<file path="src/rtl/dit_pkg.sv">
package dit_pkg;
  localparam int unsigned DW   = 8;
  localparam int unsigned AW   = 3;
  localparam int unsigned NTMR = 2;

  typedef logic [DW-1:0] byte_t;

  typedef enum logic [AW-1:0] {
    REG_CTRL = 3'd0,
    REG_DATA = 3'd1,
    REG_PRE1 = 3'd2,
    REG_PRE2 = 3'd3,
    REG_STAT = 3'd4,
    REG_IRQ  = 3'd5
  } reg_addr_e;

  localparam int unsigned STAT_SEL_BIT = 0;
  localparam int unsigned DATA_CLR_BIT = 7;
  localparam int unsigned ANY_FLAG_BIT = 7;

  function automatic int unsigned start_bit(int unsigned t);
    return t;
  endfunction

  function automatic int unsigned mask_bit(int unsigned t);
    return (t == 0) ? 6 : 5;
  endfunction

  function automatic int unsigned mflag_bit(int unsigned t);
    return (t == 0) ? 6 : 5;
  endfunction

  function automatic int unsigned nflag_bit(int unsigned t);
    return (t == 0) ? 2 : 1;
  endfunction

  function automatic int unsigned shared_bit(int unsigned t);
    return (t == 0) ? 2 : 3;
  endfunction

  function automatic int unsigned en_bit(int unsigned t);
    return (t == 0) ? 2 : 3;
  endfunction
endpackage

</file>
<file path="src/rtl/dit_timer.sv">
module dit_timer #(
  parameter int unsigned TICKS = 80,
  parameter int unsigned CW    = 8
) (
  input  logic          clk_i,
  input  logic          rst_ni,
  input  logic          run_i,
  input  logic          tick_i,
  input  logic [CW-1:0] preload_i,
  output logic          expire_o
);
  localparam int unsigned PW = (TICKS > 1) ? $clog2(TICKS) : 1;
  localparam logic [PW-1:0] PRE_LAST = PW'(TICKS - 1);

  logic [PW-1:0] pre_q;
  logic [CW-1:0] cnt_q;
  logic          step;

  assign step     = run_i & tick_i & (pre_q == PRE_LAST);
  assign expire_o = step & (&cnt_q);

  always_ff @(posedge clk_i or negedge rst_ni) begin
    if (!rst_ni) begin
      pre_q <= '0;
      cnt_q <= '0;
    end else if (!run_i) begin
      // stopped: hold phase and count at start values
      pre_q <= '0;
      cnt_q <= preload_i;
    end else if (tick_i) begin
      pre_q <= (pre_q == PRE_LAST) ? '0 : pre_q + 1'b1;
      if (step) cnt_q <= expire_o ? preload_i : cnt_q + 1'b1;
    end
  end
endmodule

</file>
<file path="src/rtl/dit_regs.sv">
module dit_regs
  import dit_pkg::*;
(
  input  logic                clk_i,
  input  logic                rst_ni,
  input  logic                wr_i,
  input  logic [AW-1:0]       addr_i,
  input  byte_t               wdata_i,
  input  byte_t               tmr_status_i,
  input  byte_t               irq_stat_i,
  output byte_t               ctrl_o,
  output byte_t               data_o,
  output logic [NTMR-1:0][DW-1:0] preload_o,
  output logic                ctrl_wr_o,
  output logic                data_clr_o,
  output byte_t               rdata_o
);
  byte_t ctrl_q, data_q, plain_q;
  logic [NTMR-1:0][DW-1:0] pre_q;
  logic data_wr;

  assign ctrl_wr_o  = wr_i && (addr_i == REG_CTRL);
  assign data_wr    = wr_i && (addr_i == REG_DATA);
  assign data_clr_o = data_wr && wdata_i[DATA_CLR_BIT];

  always_ff @(posedge clk_i or negedge rst_ni) begin
    if (!rst_ni) begin
      ctrl_q  <= '0;
      data_q  <= '0;
      plain_q <= '0;
      pre_q   <= '0;
    end else if (wr_i) begin
      if (ctrl_wr_o) ctrl_q <= wdata_i;
      if (data_wr && !wdata_i[DATA_CLR_BIT]) data_q <= wdata_i;
      if (addr_i == REG_PRE1) pre_q[0] <= wdata_i;
      if (addr_i == REG_PRE2) pre_q[1] <= wdata_i;
      if (addr_i == REG_STAT) plain_q <= wdata_i;
    end
  end

  always_comb begin
    unique case (reg_addr_e'(addr_i))
      REG_CTRL: rdata_o = ctrl_q;
      REG_DATA: rdata_o = data_q;
      REG_PRE1: rdata_o = pre_q[0];
      REG_PRE2: rdata_o = pre_q[1];
      REG_STAT: rdata_o = ctrl_q[STAT_SEL_BIT] ? tmr_status_i : plain_q;
      REG_IRQ:  rdata_o = irq_stat_i;
      default:  rdata_o = '0;
    endcase
  end

  assign ctrl_o    = ctrl_q;
  assign data_o    = data_q;
  assign preload_o = pre_q;
endmodule

</file>
<file path="src/rtl/dit_status.sv">
module dit_status
  import dit_pkg::*;
(
  input  logic            clk_i,
  input  logic            rst_ni,
  input  logic [NTMR-1:0] expire_i,
  input  logic [NTMR-1:0] mask_i,
  input  logic [NTMR-1:0] en_i,
  input  logic            ctrl_wr_i,
  input  byte_t           ctrl_wdata_i,
  input  logic            data_clr_i,
  output byte_t           tmr_status_o,
  output byte_t           irq_stat_o
);
  byte_t st_q, st_d, sh_q, sh_d;

  always_comb begin
    st_d = st_q;
    sh_d = sh_q;
    for (int t = 0; t < NTMR; t++) begin
      if (expire_i[t]) begin
        if (!mask_i[t]) begin
          st_d[ANY_FLAG_BIT] = 1'b1;
          st_d[mflag_bit(t)] = 1'b1;
        end
        if (en_i[t]) begin
          st_d[nflag_bit(t)]  = 1'b1;
          sh_d[shared_bit(t)] = 1'b1;
        end
      end
      if (ctrl_wr_i && !ctrl_wdata_i[en_bit(t)]) begin
        st_d[nflag_bit(t)]  = 1'b0;
        sh_d[shared_bit(t)] = 1'b0;
      end
    end
    // clear is applied last so it wins over a same-edge expiry
    if (data_clr_i) begin
      st_d[ANY_FLAG_BIT] = 1'b0;
      for (int t = 0; t < NTMR; t++) st_d[mflag_bit(t)] = 1'b0;
    end
  end

  always_ff @(posedge clk_i or negedge rst_ni) begin
    if (!rst_ni) begin
      st_q <= '0;
      sh_q <= '0;
    end else begin
      st_q <= st_d;
      sh_q <= sh_d;
    end
  end

  assign tmr_status_o = st_q;
  assign irq_stat_o   = sh_q;
endmodule

</file>
<file path="src/rtl/dual_interval_timer.sv">
module dual_interval_timer
  import dit_pkg::*;
#(
  parameter int unsigned T1_TICKS = 80,
  parameter int unsigned T2_TICKS = 320
) (
  input  logic       clk_i,
  input  logic       rst_ni,
  input  logic       us_tick_i,
  input  logic       wr_i,
  input  logic [2:0] addr_i,
  input  logic [7:0] wdata_i,
  output logic [7:0] rdata_o,
  output logic [7:0] tmr_status_o,
  output logic [7:0] irq_stat_o,
  output logic       irq_o
);
  byte_t ctrl_q, data_q;
  logic [NTMR-1:0][DW-1:0] preload;
  logic [NTMR-1:0] run, mask, en, expire;
  logic ctrl_wr, data_clr;

  dit_regs u_regs (
    .clk_i        (clk_i),
    .rst_ni       (rst_ni),
    .wr_i         (wr_i),
    .addr_i       (addr_i),
    .wdata_i      (wdata_i),
    .tmr_status_i (tmr_status_o),
    .irq_stat_i   (irq_stat_o),
    .ctrl_o       (ctrl_q),
    .data_o       (data_q),
    .preload_o    (preload),
    .ctrl_wr_o    (ctrl_wr),
    .data_clr_o   (data_clr),
    .rdata_o      (rdata_o)
  );

  for (genvar g = 0; g < NTMR; g++) begin : g_tmr
    localparam int unsigned TK = (g == 0) ? T1_TICKS : T2_TICKS;
    assign run[g]  = data_q[start_bit(g)];
    assign mask[g] = data_q[mask_bit(g)];
    assign en[g]   = ctrl_q[en_bit(g)];

    dit_timer #(.TICKS(TK), .CW(DW)) u_tmr (
      .clk_i     (clk_i),
      .rst_ni    (rst_ni),
      .run_i     (run[g]),
      .tick_i    (us_tick_i),
      .preload_i (preload[g]),
      .expire_o  (expire[g])
    );
  end

  dit_status u_status (
    .clk_i        (clk_i),
    .rst_ni       (rst_ni),
    .expire_i     (expire),
    .mask_i       (mask),
    .en_i         (en),
    .ctrl_wr_i    (ctrl_wr),
    .ctrl_wdata_i (wdata_i),
    .data_clr_i   (data_clr),
    .tmr_status_o (tmr_status_o),
    .irq_stat_o   (irq_stat_o)
  );

  assign irq_o = |irq_stat_o;
endmodule

</file>
<file path="config.mk">
export PLATFORM = sky130hd
export DESIGN_NAME = dual_interval_timer
export DESIGN_NICKNAME = d
export VERILOG_FILES = /design/src/rtl/dit_pkg.sv /design/src/rtl/dit_timer.sv /design/src/rtl/dit_regs.sv /design/src/rtl/dit_status.sv /design/src/rtl/dual_interval_timer.sv
export SDC_FILE = /design/constraint.sdc
export NUM_CORES = 1
export LEC_CHECK = 0
export BUFFER_PORTS_ARGS = -buffer_cell sky130_fd_sc_hd__buf_2
export CAP_MARGIN = 10
export CORE_UTILIZATION = 49
export DETAILED_ROUTE_END_ITERATION = 10
export GPL_TIMING_DRIVEN = 0
export PLACE_DENSITY = 0.65
export SLEW_MARGIN = 5
export SYNTH_ARGS = -nofsm -noshare
export SYNTH_HDL_FRONTEND = slang
export SYNTH_SLANG_ARGS = --single-unit
</file>
<file path="constraint.sdc">
create_clock -name clk_i -period 4.9 [get_ports clk_i]
set_input_delay 0.98 -clock clk_i [delete_from_list [all_inputs] [get_ports clk_i]]
set_output_delay 0.98 -clock clk_i [all_outputs]
set_load 0.1 [all_outputs]
</file>
==> results of run 1 <==
[sequential cells by signal, summed over array words and instances, names as in the netlist]
signal	cells
u_regs.ctrl_o	8
u_regs.plain_q	8
u_regs.preload_o	16
g_tmr.u_tmr.cnt_q	16
g_tmr.u_tmr.pre_q	16
u_status.tmr_status_o	4
u_status.irq_stat_o	1
u_regs.data_o	8
[layout make-up]
cell class / instances / area (sq um)
Fill cell: 724 / 3540
Multi-Input combinational cell: 276 / 2070
Sequential cell: 77 / 1930
Timing Repair Buffer: 28 / 165
Buffer: 27 / 153
Tap cell: 105 / 131
Clock buffer: 9 / 124
Clock inverter: 7 / 80.1
Inverter: 18 / 67.6
[logic make-up (layout without fill, tap and decap cells)]
group                    after synthesis  in the layout  share of synthesized area [%]
adder cells (fa/ha/maj)                4              4                           1.20
flip-flops                            77             77                           46.0
XOR/XNOR                               8              8                           1.67
other                                  1              9                         0.0896
buffers and inverters                 45             89                           5.26
AND/OR/NAND/NOR                      132            132                           18.0
AO/OA/AOI/OAI                         71             71                           12.2
multiplexers                          52             52                           15.6
[worst max-delay path by stage]
stage	slack (ns)	cells past startpoint	endpoint	from
6_report	1.04	6	rdata_o[1]	addr_i[1]
5_1_grt	0.96	7	rdata_o[4]	addr_i[0]
4_1_cts	1.09	6	rdata_o[1]	addr_i[1]
3_5_place_dp	1.09	6	rdata_o[1]	addr_i[1]
3_3_place_gp	1.08	6	rdata_o[1]	addr_i[1]
2_1_floorplan	0.64	5	rdata_o[1]	addr_i[1]
[cells in the final DEF (no fill, tap or decap), drive strengths merged, types with 6 or more instances in the layout]
cell type  Yosys  layout
a211o          6       6
a21oi          7       7
buf           14      42
clkbuf        13      22
conb           1       9
dfrtp         77      77
inv           17      21
mux2          35      35
mux2i         10      10
mux4           7       7
nand2         37      37
nand2b         8       8
nand3         15      15
nor2          11      11
nor3           9       9
nor4          10      10
o21ai         16      16
o22ai          7       7
xnor2          6       6
[critical path, stage by stage]
cell and delay, ns:
clkbuf_1 0.24, clkbuf_1 0.59, mux4_2 0.34, inv_1 0.05
o22ai_1 0.20, buf_2 0.47
[routing by layer]
metal  track usage, %  part of all wire [%]  vias up
met5                0                     0        -
met4             11.0                   2.1        0
met3             4.11                   3.0       15
met2             36.8                    48       58
met1             31.3                    47     1622
li1                 -                     -     1536
[report_power, final]
group | leakage, nW | internal (mW) | switching [mW] | total [mW]
clock network | 0.103 | 0.243 | 0.257 | 0.501
registers | 0.967 | 0.768 | 0.138 | 0.906
logic | 1.00 | 0.215 | 0.316 | 0.531
==> results.ini, run 1 <==
[floorplan]
initial_core_util_pct = 50.7
die_w_um = 94.4
die_area_sq_mm = 0.00892
boundaryPins = 40
row_count = 33
die_h_um = 94.4
fp.coreArea_sq_mm = 0.00826

[placement]
placed_area_sq_mm = 0.00451
preCtsSetupSlack_ns = 1.09
hpwl_um = 6630
placed_cells = 531
gp_congestion = 0.849
io_buffers = 27

[worst_setup_path]
path_max_fanout = 10
critPathKind = in2out
reg2reg_slack_ns = 2.54
end_kind = primary output
critPathLaunchType = input port
r2r_start = g_tmr[1].u_tmr.pre_q[0]
rr_worst_depth = 6
crit_arrival_ns = 2.88
worst_r2r_endpoint = u_status.tmr_status_o[7]
worstPathRequired_ns = 3.92

[clock_tree]
clk_latency_ns = 0.36
cts_tree = built
clock-root-buffer = clkbuf_8
clock-sinks = 77
cts_resized = 0
htreeDepth = 3
numCtsBuffers = 9
path_clk_slew_ns = 0.09
post_cts_buffers = 0
clockBufferDepth = 2
hold_buffers = 0

[yosys]
ys.flop_type = dfrtp_1
ys_seq_elements = 77
ys_types = 68
ys_async_sr_fraction_pct = 100
synth_common_cells = dfrtp_1 (77), nand2_1 (37), mux2_2 (35)
avgSynthCellArea_sq_um = 10.7
synth_top_cell_area_share_pct = 46.0
yosys.area.top_type = dfrtp_1
synth_area_leaders = dfrtp_1 (46%), mux2_2 (9.4%), mux4_2 (3.8%)
yosysWarnings = 0
yosysMostFrequentCell = dfrtp_1
ys_seq_area_share_pct = 46.0
netlist_instances = 390
synthesis.area_sq_mm = 0.00419
synth_edf_count = 0

[run_status]
run_status = finished clean

[detailed_routing]
vias = 3231
first_pass_iters = 4
first_iter_violations = 196
vias_per_cell = 5.91
route.detailed.drc = 0
drtAntennaViolNets = 0
wl_um = 9580
wl_per_cell_um = 17.5

[timing]
hold_viol = 0
worst_pin_slew_ns = 1.21
fmax_ghz = 0.259
setup_tns_ns = 0
maxSlewHeadroom_pct = 18.6
period_share_pct = 78.7
setup_viol = 0
grt_setup_unrepaired = no
hold_ws_ns = 0.461
slew_viol_final = 0
worst_slack_ns = 1.04
period_minus_slack_ns = 3.86
worst_clock_skew_ns = 0.0181

[global_routing]
antenna_found_initial = 0
grt_first_pass_wirelength_um = 15600
grt_max_degree = 67
track_usage_pct = 23.4
grt_pass1_vias = 3043
overflow = 0

[layout]
final_area_sq_mm = 0.00472
final_cells = 547
drive_above_1_share_pct = 25.8
utilization_pct = 57.1
nets = 456
synthToLayoutAreaGrowth_pct = 12.7
antenna_cells = 0

[flow_run]
drv_cap = 0

[hold_path]
min-delay-path-class = in2async

[pwr]
power.leakage_nw = 2.07
powerDensity_mw_per_mm2 = 411
power_mw = 1.94
ir_drop_mv = 0.172

No activity file was read; power rests on OpenSTA's default activity.
==> inputs of run 2 (changes only) <==
ABC_AREA = 1   (was default)
clock period = 3.93 ns   (was 4.9 ns; I/O delays follow)
==> run 2 against run 1 <==
- register-to-register slack worse by 0.31 ns
- hold slack got worse by 0.13 ns
- worst setup slack got worse by 0.18 ns
- highest routed layer unchanged
==> results.ini, run 2 <==
[run_status]
run_status = finished clean

[floorplan]
initial_core_util_pct = 50.9
boundaryPins = 40
die_w_um = 94.6
die_area_sq_mm = 0.00895
row_count = 33
fp.coreArea_sq_mm = 0.00826
die_h_um = 94.6

[yosys]
netlist_instances = 528
ys_async_sr_fraction_pct = 100
yosys.area.top_type = dfrtp_1
ys_seq_elements = 77
ys_seq_area_share_pct = 45.8
ys_types = 41
yosysMostFrequentCell = nand2_1
avgSynthCellArea_sq_um = 7.96
ys.flop_type = dfrtp_1
synthesis.area_sq_mm = 0.00420
yosysWarnings = 0
synth_area_leaders = dfrtp_1 (46%), nand2_1 (13%), nand3_1 (5.4%)
synth_common_cells = nand2_1 (149), dfrtp_1 (77), inv_1 (51)
synth_top_cell_area_share_pct = 45.8
synth_edf_count = 0

[worst_setup_path]
crit_chain = buf_2, inv_1, nor3_4, inv_1, o22ai_1, a21oi_1, nand3_1, buf_2
max_stage_delay_ns = 0.42
path_max_fanout = 7
cp_slowest_cell = buf_2
worstPathRequired_ns = 3.14
cp_top_family = buffers and inverters
critPathKind = in2out
crit_arrival_ns = 2.28
end_kind = primary output
cp.buffers_inverters = 4
critPathLaunchType = input port

[placement]
gp_congestion = 0.869
placed_area_sq_mm = 0.00454
preCtsSetupSlack_ns = 0.895
io_buffers = 29
hpwl_um = 7430

[layout]
final_area_sq_mm = 0.00475
antenna_cells = 0
nets = 596
synthToLayoutAreaGrowth_pct = 12.9
fillers = 741
regArea_sq_mm = 0.00193
multi_input_area_sq_mm = 0.00193
drive_above_1_share_pct = 18.2
mostFrequentLayoutCells = nand2_1 (149), dfrtp_1 (77), inv_1 (51)
final_common_cell = nand2_1

[detailed_routing]
route.detailed.drc = 0
first_pass_iters = 5
vias_per_cell = 5.27
drtAntennaViolNets = 0
vias = 3620
wl_um = 10000
wl_per_cell_um = 14.6
first_iter_violations = 158

[global_routing]
overflow = 0
grt_first_pass_wirelength_um = 16700
track_usage_pct = 24.6
grt_max_degree = 52
antenna_found_initial = 0
grt_pass1_vias = 3326

[clock_tree]
clk_latency_ns = 0.36
cts_resized = 0
post_cts_buffers = 0
cts_tree = built
htreeDepth = 3
path_clk_slew_ns = 0.09
clock-root-buffer = clkbuf_8
clockBufferDepth = 2
hold_buffers = 0
numCtsBuffers = 9
clock-sinks = 77

[timing]
worst_clock_skew_ns = 0.00735
fmax_ghz = 0.327
worst_slack_ns = 0.867
setup_viol = 0
period_minus_slack_ns = 3.06
slew_viol_final = 0
hold_viol = 0
grt_setup_unrepaired = no
setup_tns_ns = 0
period_share_pct = 77.9
hold_ws_ns = 0.327

[flow_run]
drv_cap = 0

[hold_path]
min-delay-path-class = in2async

[pwr]
powerDensity_mw_per_mm2 = 526
ir_drop_mv = 0.287
power.leakage_nw = 2.36

[run 2: logic make-up (layout without fill, tap and decap cells)]
kind of cell / Yosys count / count (layout) / synth area share, %
compound gates: 92 / 92 / 12.7
fa+ha+maj: 4 / 4 / 1.19
flops: 77 / 77 / 45.8
xor+xnor: 12 / 12 / 2.50
simple gates: 261 / 261 / 28.8
buf+inv: 81 / 127 / 8.96
other cells: 1 / 9 / 0.0892
[run 2: stage by stage]
| stage | std cells | total power [mW] | utilization (%) |
|---|---|---|---|
| finish | 687 | 2.50 | 57.5 |
| global route | 687 | 2.65 | 57.5 |
| CTS | 687 | 2.51 | 57.5 |
| detailed placement | 671 | 1.88 | 55.0 |
| global placement | 670 | 1.86 | 54.6 |
| floorplan | 536 | 1.70 | - |
[run 2: report_power, final]
group / switching, mW / internal [mW]
Combinational: 0.544 / 0.231
Sequential: 0.142 / 0.945
Clock: 0.322 / 0.314
Total: 1.01 / 1.49
[run 2: worst reg2reg max path, stage by stage, from the launching register on]
cell	delay, ns
dfrtp_1	0.40
ha_1	0.20
nand3_1	0.15
nor2_2	0.23
nand2_1	0.09
nand2_2	0.18
inv_1	0.18
nand2_1	0.09
o21ai_1	0.06
[run 2: worst paths after layout]
check / from / endpoint / slack [ns] / depth (start not counted)
worst max-delay path: addr_i[1] / rdata_o[5] / 0.87 / 8
worst min-delay path: rst_ni / g_tmr[1].u_tmr.pre_q[7] / 0.33 / 1
worst min register to register: u_regs.data_o[7] / u_regs.data_o[7] / 0.47 / 2
worst max register to register: g_tmr[0].u_tmr.pre_q[0] / g_tmr[0].u_tmr.cnt_q[3] / 2.23 / 8
max in group asynchronous: rst_ni / u_regs.data_o[7] / 3.02 / 2
min in group clk_i: u_regs.data_o[7] / u_regs.data_o[7] / 0.47 / 2
[run 2: layer usage]
layer	global-route usage, %	wire [um]	up-vias
met5	0	0	-
met4	10.4	191	0
met3	3.06	373	15
met2	39.7	4830	85
met1	33.5	4650	1706
li1	-	-	1814
[run 2: cell type report]
class	instances	share of cell area, %
buffer	23	3.35
tap	105	2.77
sequential	77	40.6
clock inverter	6	1.48
inverter	58	4.58
timing repair buffer	30	3.69
multi-input combinational	378	40.7
clock buffer	10	2.90
==> inputs of run 3 (changes only) <==
PLACE_DENSITY = 0.68   (was 0.65)
clock period = 2.56 ns   (was 3.93 ns; I/O delays follow)
==> run 3 against run 2 <==
- routed wire length shrank 2.4%
- critical path depth is 3 lower
- power increased by 61%
==> results.ini, run 3 (synthesis gave the netlist of run 2 again) <==
[clock_tree]
htreeDepth = 3
clock-sinks = 77
cts_tree = built
clockBufferDepth = 2
clk_latency_ns = 0.36
clock-root-buffer = clkbuf_8
path_clk_slew_ns = 0.09
hold_buffers = 0
numCtsBuffers = 9

[worst_setup_path]
path_max_fanout = 10
critPathLaunchType = flip-flop
crit_chain = buf_2, buf_2, a22oi_1, o211ai_1, buf_2
worst_r2r_endpoint = g_tmr[0].u_tmr.cnt_q[7]
crit_start = u_regs.data_o[0]
end_kind = primary output
rr_worst_depth = 8
reg2reg_slack_ns = 0.86
worstPathRequired_ns = 2.05
crit_top_cell = buf_2
cp_slowest_cell = buf_2
endpoint = rdata_o[0]
r2r_start = g_tmr[0].u_tmr.pre_q[0]
crit_arrival_ns = 1.96
max_stage_delay_ns = 0.48
critPathKind = reg2out

[pwr]
ir_drop_mv = 0.498
power.leakage_nw = 2.38
powerDensity_mw_per_mm2 = 833
power_mw = 4.01

[layout]
drive_above_1_share_pct = 19.4
mostFrequentLayoutCells = nand2_1 (148), dfrtp_1 (75), inv_1 (50)
antenna_cells = 0
final_area_sq_mm = 0.00482
fillers = 791
final_common_cell = nand2_1
nets = 596
synthToLayoutAreaGrowth_pct = 14.6

[detailed_routing]
wl_um = 9800
vias = 3624
first_pass_iters = 4
route.detailed.drc = 0
vias_per_cell = 5.28
drtAntennaViolNets = 0
wl_per_cell_um = 14.3
first_iter_violations = 215

[floorplan]
fp.coreArea_sq_mm = 0.00826
die_w_um = 94.6
row_count = 33
initial_core_util_pct = 50.9
boundaryPins = 40
die_h_um = 94.6
die_area_sq_mm = 0.00895

[global_routing]
overflow = 0
antenna_found_initial = 0
grt_first_pass_wirelength_um = 16800
grt_max_degree = 53
track_usage_pct = 24.9
grt_pass1_vias = 3392

[timing]
worst_slack_ns = 0.0840
period_minus_slack_ns = 2.48
fmax_ghz = 0.404
setup_viol = 0
slew_viol_final = 0
worst_clock_skew_ns = 0.00895
hold_viol = 0
period_share_pct = 96.7
grt_setup_unrepaired = no

[placement]
preCtsSetupSlack_ns = 0.0473
gp_congestion = 0.874
placed_area_sq_mm = 0.00456
hpwl_um = 7270
io_buffers = 29

[flow_run]
drv_cap = 0

[run_status]
run_status = finished clean

[hold_path]
min-delay-path-class = in2async

-- run 3: where the power goes --
group          internal, mW  leakage [nW]  switching, mW
combinational         0.362          1.28          0.838
clock                 0.672         0.119          0.469
sequential             1.45         0.987          0.218
total                  2.49          2.38           1.52
-- run 3: what timing repair did --
| action | 4_1_cts | 5_1_grt |
|---|---|---|
| hold endpoints to repair | 0 | 0 |
| setup endpoints to repair | 0 | 3 |
| setup buffers | 0 | 0 |
| resized for setup | 0 | 5 |
-- run 3: how the worst min path moves through the flow --
| stage | startpoint | end | slack (ns) | depth (start not counted) |
|---|---|---|---|---|
| after floorplan | rst_ni | g_tmr[0].u_tmr.cnt_q[0] | 0.22 | 0 |
| after global placement | u_regs.data_o[7] | u_regs.data_o[7] | 0.45 | 2 |
| after detailed placement | rst_ni | g_tmr[1].u_tmr.pre_q[3] | 0.46 | 1 |
| after CTS | rst_ni | g_tmr[1].u_tmr.pre_q[2] | 0.07 | 1 |
| after global routing | rst_ni | g_tmr[1].u_tmr.pre_q[2] | 0.08 | 1 |
| final | rst_ni | g_tmr[1].u_tmr.pre_q[2] | 0.06 | 1 |
-- run 3: metal layers --
layer	up-vias	track usage (%)	wire length, um
met5	-	0	0
met4	0	9.60	211
met3	15	4.03	423
met2	84	38.9	4530
met1	1710	34.7	4640
li1	1815	-	-
-- run 3: critical path: cells and delay by family (launching register included) --
kind            cells  cell delay (ns)
buf+inv             3             0.98
flops               1             0.35
compound gates      2             0.28
-- run 3: layout make-up --
| type | count | area [sq um] | share of cell area, % |
|---|---|---|---|
| Buffer | 23 | 159 | 3.30 |
| Clock buffer | 10 | 138 | 2.86 |
| Clock inverter | 6 | 110 | 2.29 |
| Inverter | 58 | 218 | 4.52 |
| Multi-Input combinational cell | 378 | 1950 | 40.5 |
| Sequential cell | 77 | 1930 | 40.1 |
| Tap cell | 105 | 131 | 2.73 |
| Timing Repair Buffer | 30 | 183 | 3.79 |
-- run 3: stage by stage --
| stage | setup TNS (ns) | hold slack, ns | util, % | cells |
|---|---|---|---|---|
| floorplan | -0.110 | 0.216 | - | 536 |
| global placement | 0 | 0.450 | 54.8 | 670 |
| detailed placement | 0 | 0.460 | 55.2 | 671 |
| CTS | 0 | 0.0692 | 58.2 | 687 |
| global route | 0 | 0.0789 | 58.3 | 687 |
| finish | 0 | 0.0577 | 58.3 | 687 |
